`config.mk`:
```
export PLATFORM = sky130hd
export DESIGN_NAME = hb_deadtime_ctrl
export DESIGN_NICKNAME = d
export VERILOG_FILES = /design/src/rtl/hb_dt_pkg.sv /design/src/rtl/hb_dt_timer.sv /design/src/rtl/hb_dt_fsm.sv /design/src/rtl/hb_deadtime_ctrl.sv
export SDC_FILE = /design/constraint.sdc
export NUM_CORES = 1
export LEC_CHECK = 0
export BUFFER_PORTS_ARGS = -buffer_cell sky130_fd_sc_hd__buf_2
export CORE_MARGIN = 2
export CORE_UTILIZATION = 45
export CTS_CLUSTER_SIZE = 16
export DETAILED_ROUTE_END_ITERATION = 6
export HOLD_SLACK_MARGIN = 0.12
export PLACE_DENSITY = 0.67
export SETUP_SLACK_MARGIN = 0.3
export SLEW_MARGIN = 20
export SYNTH_ARGS = -nofsm -noshare
export SYNTH_HDL_FRONTEND = slang
export SYNTH_SLANG_ARGS = --single-unit
```
`constraint.sdc`:
```
create_clock -name clk_i -period 1.6 [get_ports clk_i]
set_input_delay 0.08 -clock clk_i [delete_from_list [all_inputs] [get_ports clk_i]]
set_output_delay 0.08 -clock clk_i [all_outputs]
set_load 0.03 [all_outputs]
```
`src/rtl/hb_dt_pkg.sv`:
```
package hb_dt_pkg;
  typedef enum logic [1:0] {
    ST_ON    = 2'd0,
    ST_DEAD  = 2'd1,
    ST_PAUSE = 2'd2
  } hb_state_e;

  typedef struct packed {
    logic start;
    logic stop;
    logic top;
  } slope_ev_t;
endpackage

```
`src/rtl/hb_dt_timer.sv`:
```
module hb_dt_timer #(
  parameter int MIN_DT    = 4,
  parameter int PHASE_CYC = 24
) (
  input  logic                  clk_i,
  input  logic                  rst_ni,
  input  logic                  clr_i,
  input  hb_dt_pkg::slope_ev_t  ev_i,
  output logic                  dt_ok_o,
  output logic                  on_req_o,
  output logic                  start_seen_o
);
  localparam int CNT_MAX = (MIN_DT > PHASE_CYC) ? MIN_DT : PHASE_CYC;
  localparam int CW      = $clog2(CNT_MAX + 1);
  localparam logic [CW-1:0] DT_LIM = CW'(MIN_DT - 1);
  localparam logic [CW-1:0] PH_LIM = CW'(PHASE_CYC - 1);
  localparam logic [CW-1:0] SAT    = CW'(CNT_MAX);

  logic [CW-1:0] cnt_q;
  hb_dt_pkg::slope_ev_t seen_q, eff;

  always_ff @(posedge clk_i or negedge rst_ni) begin
    if (!rst_ni) begin
      cnt_q  <= '0;
      seen_q <= '0;
    end else if (clr_i) begin
      cnt_q  <= '0;
      seen_q <= '0;
    end else begin
      if (cnt_q != SAT) cnt_q <= cnt_q + 1'b1;
      seen_q <= seen_q | ev_i;
    end
  end

  assign eff          = seen_q | ev_i;
  assign dt_ok_o      = (cnt_q >= DT_LIM);
  assign start_seen_o = seen_q.start;

  // turn-on request for the current dead cycle (cnt_q + 1)
  always_comb begin
    on_req_o = 1'b0;
    if (!clr_i && dt_ok_o) begin
      if (eff.stop)                                on_req_o = 1'b1;
      else if (eff.start && (cnt_q >= PH_LIM))     on_req_o = 1'b1;
      else if (!eff.start && eff.top)              on_req_o = 1'b1;
    end
  end
endmodule

```
`src/rtl/hb_dt_fsm.sv`:
```
module hb_dt_fsm (
  input  logic                 clk_i,
  input  logic                 rst_ni,
  input  logic                 run_i,
  input  logic                 burst_i,
  input  logic                 osc_eor_i,
  input  logic                 on_req_i,
  input  logic                 dt_ok_i,
  output hb_dt_pkg::hb_state_e state_o,
  output logic                 side_hs_o
);
  import hb_dt_pkg::*;

  hb_state_e state_q, state_d;
  logic      side_q, side_d;
  logic      pause_req;

  assign pause_req = burst_i && run_i;

  always_comb begin
    state_d = state_q;
    side_d  = side_q;
    unique case (state_q)
      ST_ON: begin
        if (pause_req) begin
          state_d = ST_PAUSE;
        end else if (osc_eor_i && (run_i || side_q)) begin
          state_d = ST_DEAD;
          side_d  = !side_q;
        end
      end
      ST_DEAD: begin
        if (pause_req)     state_d = ST_PAUSE;
        else if (on_req_i) state_d = ST_ON;
      end
      ST_PAUSE: begin
        if (dt_ok_i && (!run_i || (!burst_i && osc_eor_i))) begin
          state_d = ST_ON;
          side_d  = 1'b0;
        end
      end
      default: begin
        state_d = ST_ON;
        side_d  = 1'b0;
      end
    endcase
  end

  always_ff @(posedge clk_i or negedge rst_ni) begin
    if (!rst_ni) begin
      state_q <= ST_ON;
      side_q  <= 1'b0;
    end else begin
      state_q <= state_d;
      side_q  <= side_d;
    end
  end

  assign state_o   = state_q;
  assign side_hs_o = side_q;
endmodule

```
`src/rtl/hb_deadtime_ctrl.sv`:
```
module hb_deadtime_ctrl #(
  parameter int MIN_DT    = 4,
  parameter int PHASE_CYC = 24
) (
  input  logic clk_i,
  input  logic rst_ni,
  input  logic en_i,
  input  logic stop_i,
  input  logic burst_i,
  input  logic osc_eor_i,
  input  logic osc_top_i,
  input  logic slope_start_i,
  input  logic slope_end_i,
  output logic gate_hs_o,
  output logic gate_ls_o,
  output logic slow_charge_o
);
  import hb_dt_pkg::*;

  hb_state_e state;
  slope_ev_t ev;
  logic      side_hs, on_req, dt_ok, start_seen, run, conducting;

  assign run        = en_i && !stop_i;
  assign conducting = (state == ST_ON);
  assign ev         = '{start: slope_start_i, stop: slope_end_i, top: osc_top_i};

  hb_dt_timer #(.MIN_DT(MIN_DT), .PHASE_CYC(PHASE_CYC)) u_timer (
    .clk_i        (clk_i),
    .rst_ni       (rst_ni),
    .clr_i        (conducting),
    .ev_i         (ev),
    .dt_ok_o      (dt_ok),
    .on_req_o     (on_req),
    .start_seen_o (start_seen)
  );

  hb_dt_fsm u_fsm (
    .clk_i     (clk_i),
    .rst_ni    (rst_ni),
    .run_i     (run),
    .burst_i   (burst_i),
    .osc_eor_i (osc_eor_i),
    .on_req_i  (on_req),
    .dt_ok_i   (dt_ok),
    .state_o   (state),
    .side_hs_o (side_hs)
  );

  assign gate_hs_o     = conducting && side_hs;
  assign gate_ls_o     = conducting && !side_hs;
  assign slow_charge_o = (state == ST_DEAD) && !start_seen;
endmodule

```
==> tab_implementation.tex <==
\begin{tabular}{lr}
\hline
Metric & Value \\
\hline
\multicolumn{2}{l}{\textbf{GRT}} \\
Grt peak-use layer & met1 \\
First-pass GRT wire length & 1.800 mm \\
Met2 usage & 21.88\% \\
Vias in the first global route & 415 \\
Global routing met1 resource utilization & 25.17\% \\
Final global-route overflow total & 0 \\
Maximum number of pins on one net before global-route repair & 12 \\
Initial antenna violation count & 0 \\
Overall fraction of global-route tracks in use & 16.86\% \\
Met3 usage in global routing & 1.630\% \\
\multicolumn{2}{l}{\textbf{Cells and area}} \\
Signed area change from the synthesized netlist to the final layout & 32.25\% \\
Total of fill cells in the finished design & 109 \\
Most frequent cells in the layout & sky130\_fd\_sc\_hd\_\_nor2\_1, sky130\_fd\_sc\_hd\_\_buf\_2, sky130\_fd\_sc\_hd\_\_dfrtp\_1, sky130\_fd\_sc\_hd\_\_buf\_4 \\
Most common cell after layout, fill and taps aside & sky130\_fd\_sc\_hd\_\_nor2\_1 \\
ANT cells & 0 \\
Final cell area excluding filler cells & 815.8 um\^{}2 \\
Fin util & 63.49\% \\
Layout Nets & 101 \\
Share of layout cells above drive strength 1 & 34.83\% \\
\multicolumn{2}{l}{\textbf{Power and ir drop}} \\
Power density of the placed cells & 1537 nW/um\^{}2 \\
Leakage & 0.3624 nW \\
Pwr Total & roughly 1.3 mW \\
Worst-case vdd ir drop & 0.0006844 V \\
\multicolumn{2}{l}{\textbf{Drt}} \\
Average wire per standard cell & 11.55 um \\
Routed via count & 538 \\
Detailed-route wire length & $\sim$1.2 mm \\
First-iteration detailed-routing DRC count & 2 \\
Detailed-router iteration count before antenna repair & 2 \\
Remaining antenna violation count & 0 \\
Via density & $\sim$5.2 \\
DRC Markers & 0 \\
\multicolumn{2}{l}{\textbf{Critical path}} \\
Critical path capture point type & flop \\
Crit. path cell count & 5 \\
Capture point of the worst reg-to-reg path & u\_fsm.side\_hs\_o \\
Slowest-stage cell, CP & sky130\_fd\_sc\_hd\_\_dfrtp\_2 \\
Worst R2R Setup Slack & 320 ps \\
CP bufs+invs & 0 \\
CP Data Arrival Time & around 1400 ps \\
Gate family responsible for the most delay along the worst path & flip-flops \\
Peak per-stage delay on the critical path & 450 ps \\
Required time at the endpoint of the critical path & 1760 ps \\
Critical path origin & u\_timer.cnt\_q[0] \\
CP Launch Type & flop \\
Worst setup path class & reg2reg \\
Cell-by-cell trace of the critical path & ha\_4 -> a21oi\_4 -> a211oi\_2 -> nor3b\_2 -> o21ai\_2 \\
Maximum fanout along the worst path & 4 \\
Source of the worst register-to-register timing path & u\_timer.cnt\_q[0] \\
Destination of the critical timing path & u\_fsm.side\_hs\_o \\
Count of cells along the worst register-to-register path & 5 \\
\multicolumn{2}{l}{\textbf{Synth}} \\
Seq/Total Area, Yosys & between 40\% and 50\% \\
Flip-flop and latch count after synthesis & 11 \\
Unique cell type count in the Yosys netlist & 28 \\
Mux share of post-synthesis cell area & 0\% \\
Mapped Cells & 66 \\
Library cell with the largest summed area after synthesis & sky130\_fd\_sc\_hd\_\_dfrtp\_1 \\
Post-synthesis xor/xnor area fraction & 5.680\% \\
Area fraction in compound gates after synthesis & 16.84\% \\
Post-synthesis instance area & 616.8 um\^{}2 \\
Combinational family with the most area after synthesis & simple AND/OR/NAND/NOR gates \\
Simple-gate share of the synthesized area & 25.76\% \\
Yosys warns & 0 \\
Average cell area after synthesis & 9.346 um\^{}2 \\
Net count after synthesis & 77 \\
Post-synth top area share & roughly 45\% \\
Adder-cell share of the synthesized area & approximately 4.1\% \\
Main area contributors after synthesis & sky130\_fd\_sc\_hd\_\_dfrtp\_1, sky130\_fd\_sc\_hd\_\_nor2\_1, sky130\_fd\_sc\_hd\_\_xor2\_1 \\
\multicolumn{2}{l}{\textbf{Placed design}} \\
Detailed placer's ending HPWL & 810.2 um \\
Final Wtd Congestion & 0.7894 \\
Port Buf Inserts & 11 \\
Placed Instance Area & between 600 and 700 um\^{}2 \\
\multicolumn{2}{l}{\textbf{Floorplan}} \\
Core footprint & 1285 um\^{}2 \\
Die W & 41.03 um \\
Die Area & 1683 um\^{}2 \\
Floorplan die height & around 41 um \\
Count of pins on the block boundary & 12 \\
Row count & 13 \\
Initial Utilization & slightly below 50\% \\
\multicolumn{2}{l}{\textbf{Clock tree}} \\
TritonCTS buffer count & 3 \\
Number of clock sinks seen by CTS & 11 \\
Clock insertion delay at the later pin of the skew report & $\sim$260 ps \\
Clock tree from TritonCTS & done \\
Number of levels the H-tree was split into & 1 \\
Cell chosen for the clock root & sky130\_fd\_sc\_hd\_\_clkbuf\_4 \\
Clock transition at the register clock pins on the worst setup and hold paths after CTS & 70 ps \\
Max Buffers Root-to-Sink & 2 \\
\multicolumn{2}{l}{\textbf{STA}} \\
Number of max-slew violations in the final report & 0 \\
Relative max-transition margin & 75.09\% \\
Unrepaired setup endpoints after global routing & yes \\
Final hold violations & 0 \\
Portion of the clock cycle consumed by the worst path in the final layout & about four fifths \\
Transition time at the pin with the least slew margin & approximately 370 ps \\
Final TNS setup & 0 ps \\
Clock period minus worst slack & 1283 ps \\
Clock tree skew after final layout & 10.45 ps \\
Hold\_ws & 142.2 ps \\
Max Clk Rate & 0.7795 GHz \\
Setup violators final & 0 \\
\multicolumn{2}{l}{\textbf{Flow run}} \\
Max\_cap viols & 0 \\
\multicolumn{2}{l}{\textbf{Run status}} \\
Status & completed \\
\multicolumn{2}{l}{\textbf{Min path}} \\
Hold crit path type & in2reg \\
\hline
\end{tabular}
[cell type report]
cell class	instances	area, um^2	share of cell area (%)
multi-input combinational	50	341.6	41.87
sequential	11	279.0	34.20
timing repair buffer	20	135.1	16.56
clock buffer	4	26.28	3.221
tap	15	18.77	2.301
inverter	4	15.01	1.840
[cell families after synthesis]
kind of cell	Yosys count
compound gates	13
buf+inv	5
flops	11
xor+xnor	4
simple gates	31
fa+ha+maj	2
[sequential cells by signal, indices dropped and copies added, names as in the netlist]
signal and cells:
u_timer.seen_q 2, u_timer.cnt_q 5, u_fsm.state_o 2, u_fsm.side_hs_o 1, u_timer.start_seen_o 1
[cell usage after synthesis, drive strengths merged]
master,number
o211ai,1
a211oi,1
a211o,1
a2bb2oi,1
o21a,1
o21ai,3
nor2,15
clkbuf,1
nor3,4
xnor2,1
xor2,3
inv,4
nand4b,1
dfrtp,11
ha,2
o31a,1
a21oi,4
nor3b,2
nand3,2
and3b,1
nor2b,1
nand2,4
nand4,1
[worst register-to-register path: cells and delay by family (launching register included)]
family,cells,cell delay (ps)
flip-flops,1,450
AO/OA/AOI/OAI,3,320
AND/OR/NAND/NOR,1,230
adder cells (fa/ha/maj),1,190
[what timing repair did]
action / 4_1_cts / 5_1_grt
hold buffers: 4 / 0
buffers inserted: 3 / 2
pin swaps: 5 / 3
gates cloned: 0 / 0
endpoints found under the setup margin: 3 / 6
gates resized for setup: 3 / 4
hold endpoints to repair: 15 / 0
[worst min path at each step]
stage,from,to,slack (ps),cells after the start
3_5_place_dp,rst_ni,u_timer.cnt_q[0],-40,1
4_1_cts,osc_eor_i,u_fsm.side_hs_o,140,3
5_1_grt,osc_eor_i,u_fsm.side_hs_o,140,3
2_1_floorplan,rst_ni,u_fsm.side_hs_o,-220,0
3_3_place_gp,rst_ni,u_timer.cnt_q[0],-40,1
6_report,osc_eor_i,u_fsm.side_hs_o,140,3
[metrics by stage]
stage | std cells | setup slack (ps)
2_1_floorplan | 66 | 290.8
5_1_grt | 104 | 242.3
3_5_place_dp | 91 | 198.5
4_1_cts | 102 | 308.3
3_3_place_gp | 91 | 225.3
6_report | 104 | 317.1
[routing by layer]
layer | vias up | part of all wire, %
met5 | - | 0
met4 | 0 | 1.0
met3 | 2 | 3.7
met2 | 9 | 44
met1 | 255 | 51
li1 | 272 | -
[power by group]
group	internal, mW	total (mW)	switching, mW
logic	0.250	0.569	0.320
registers	0.379	0.500	0.121
clock network	0.0962	0.184	0.0881
total	0.725	1.25	0.529
Power figures use the tool's default switching activity.
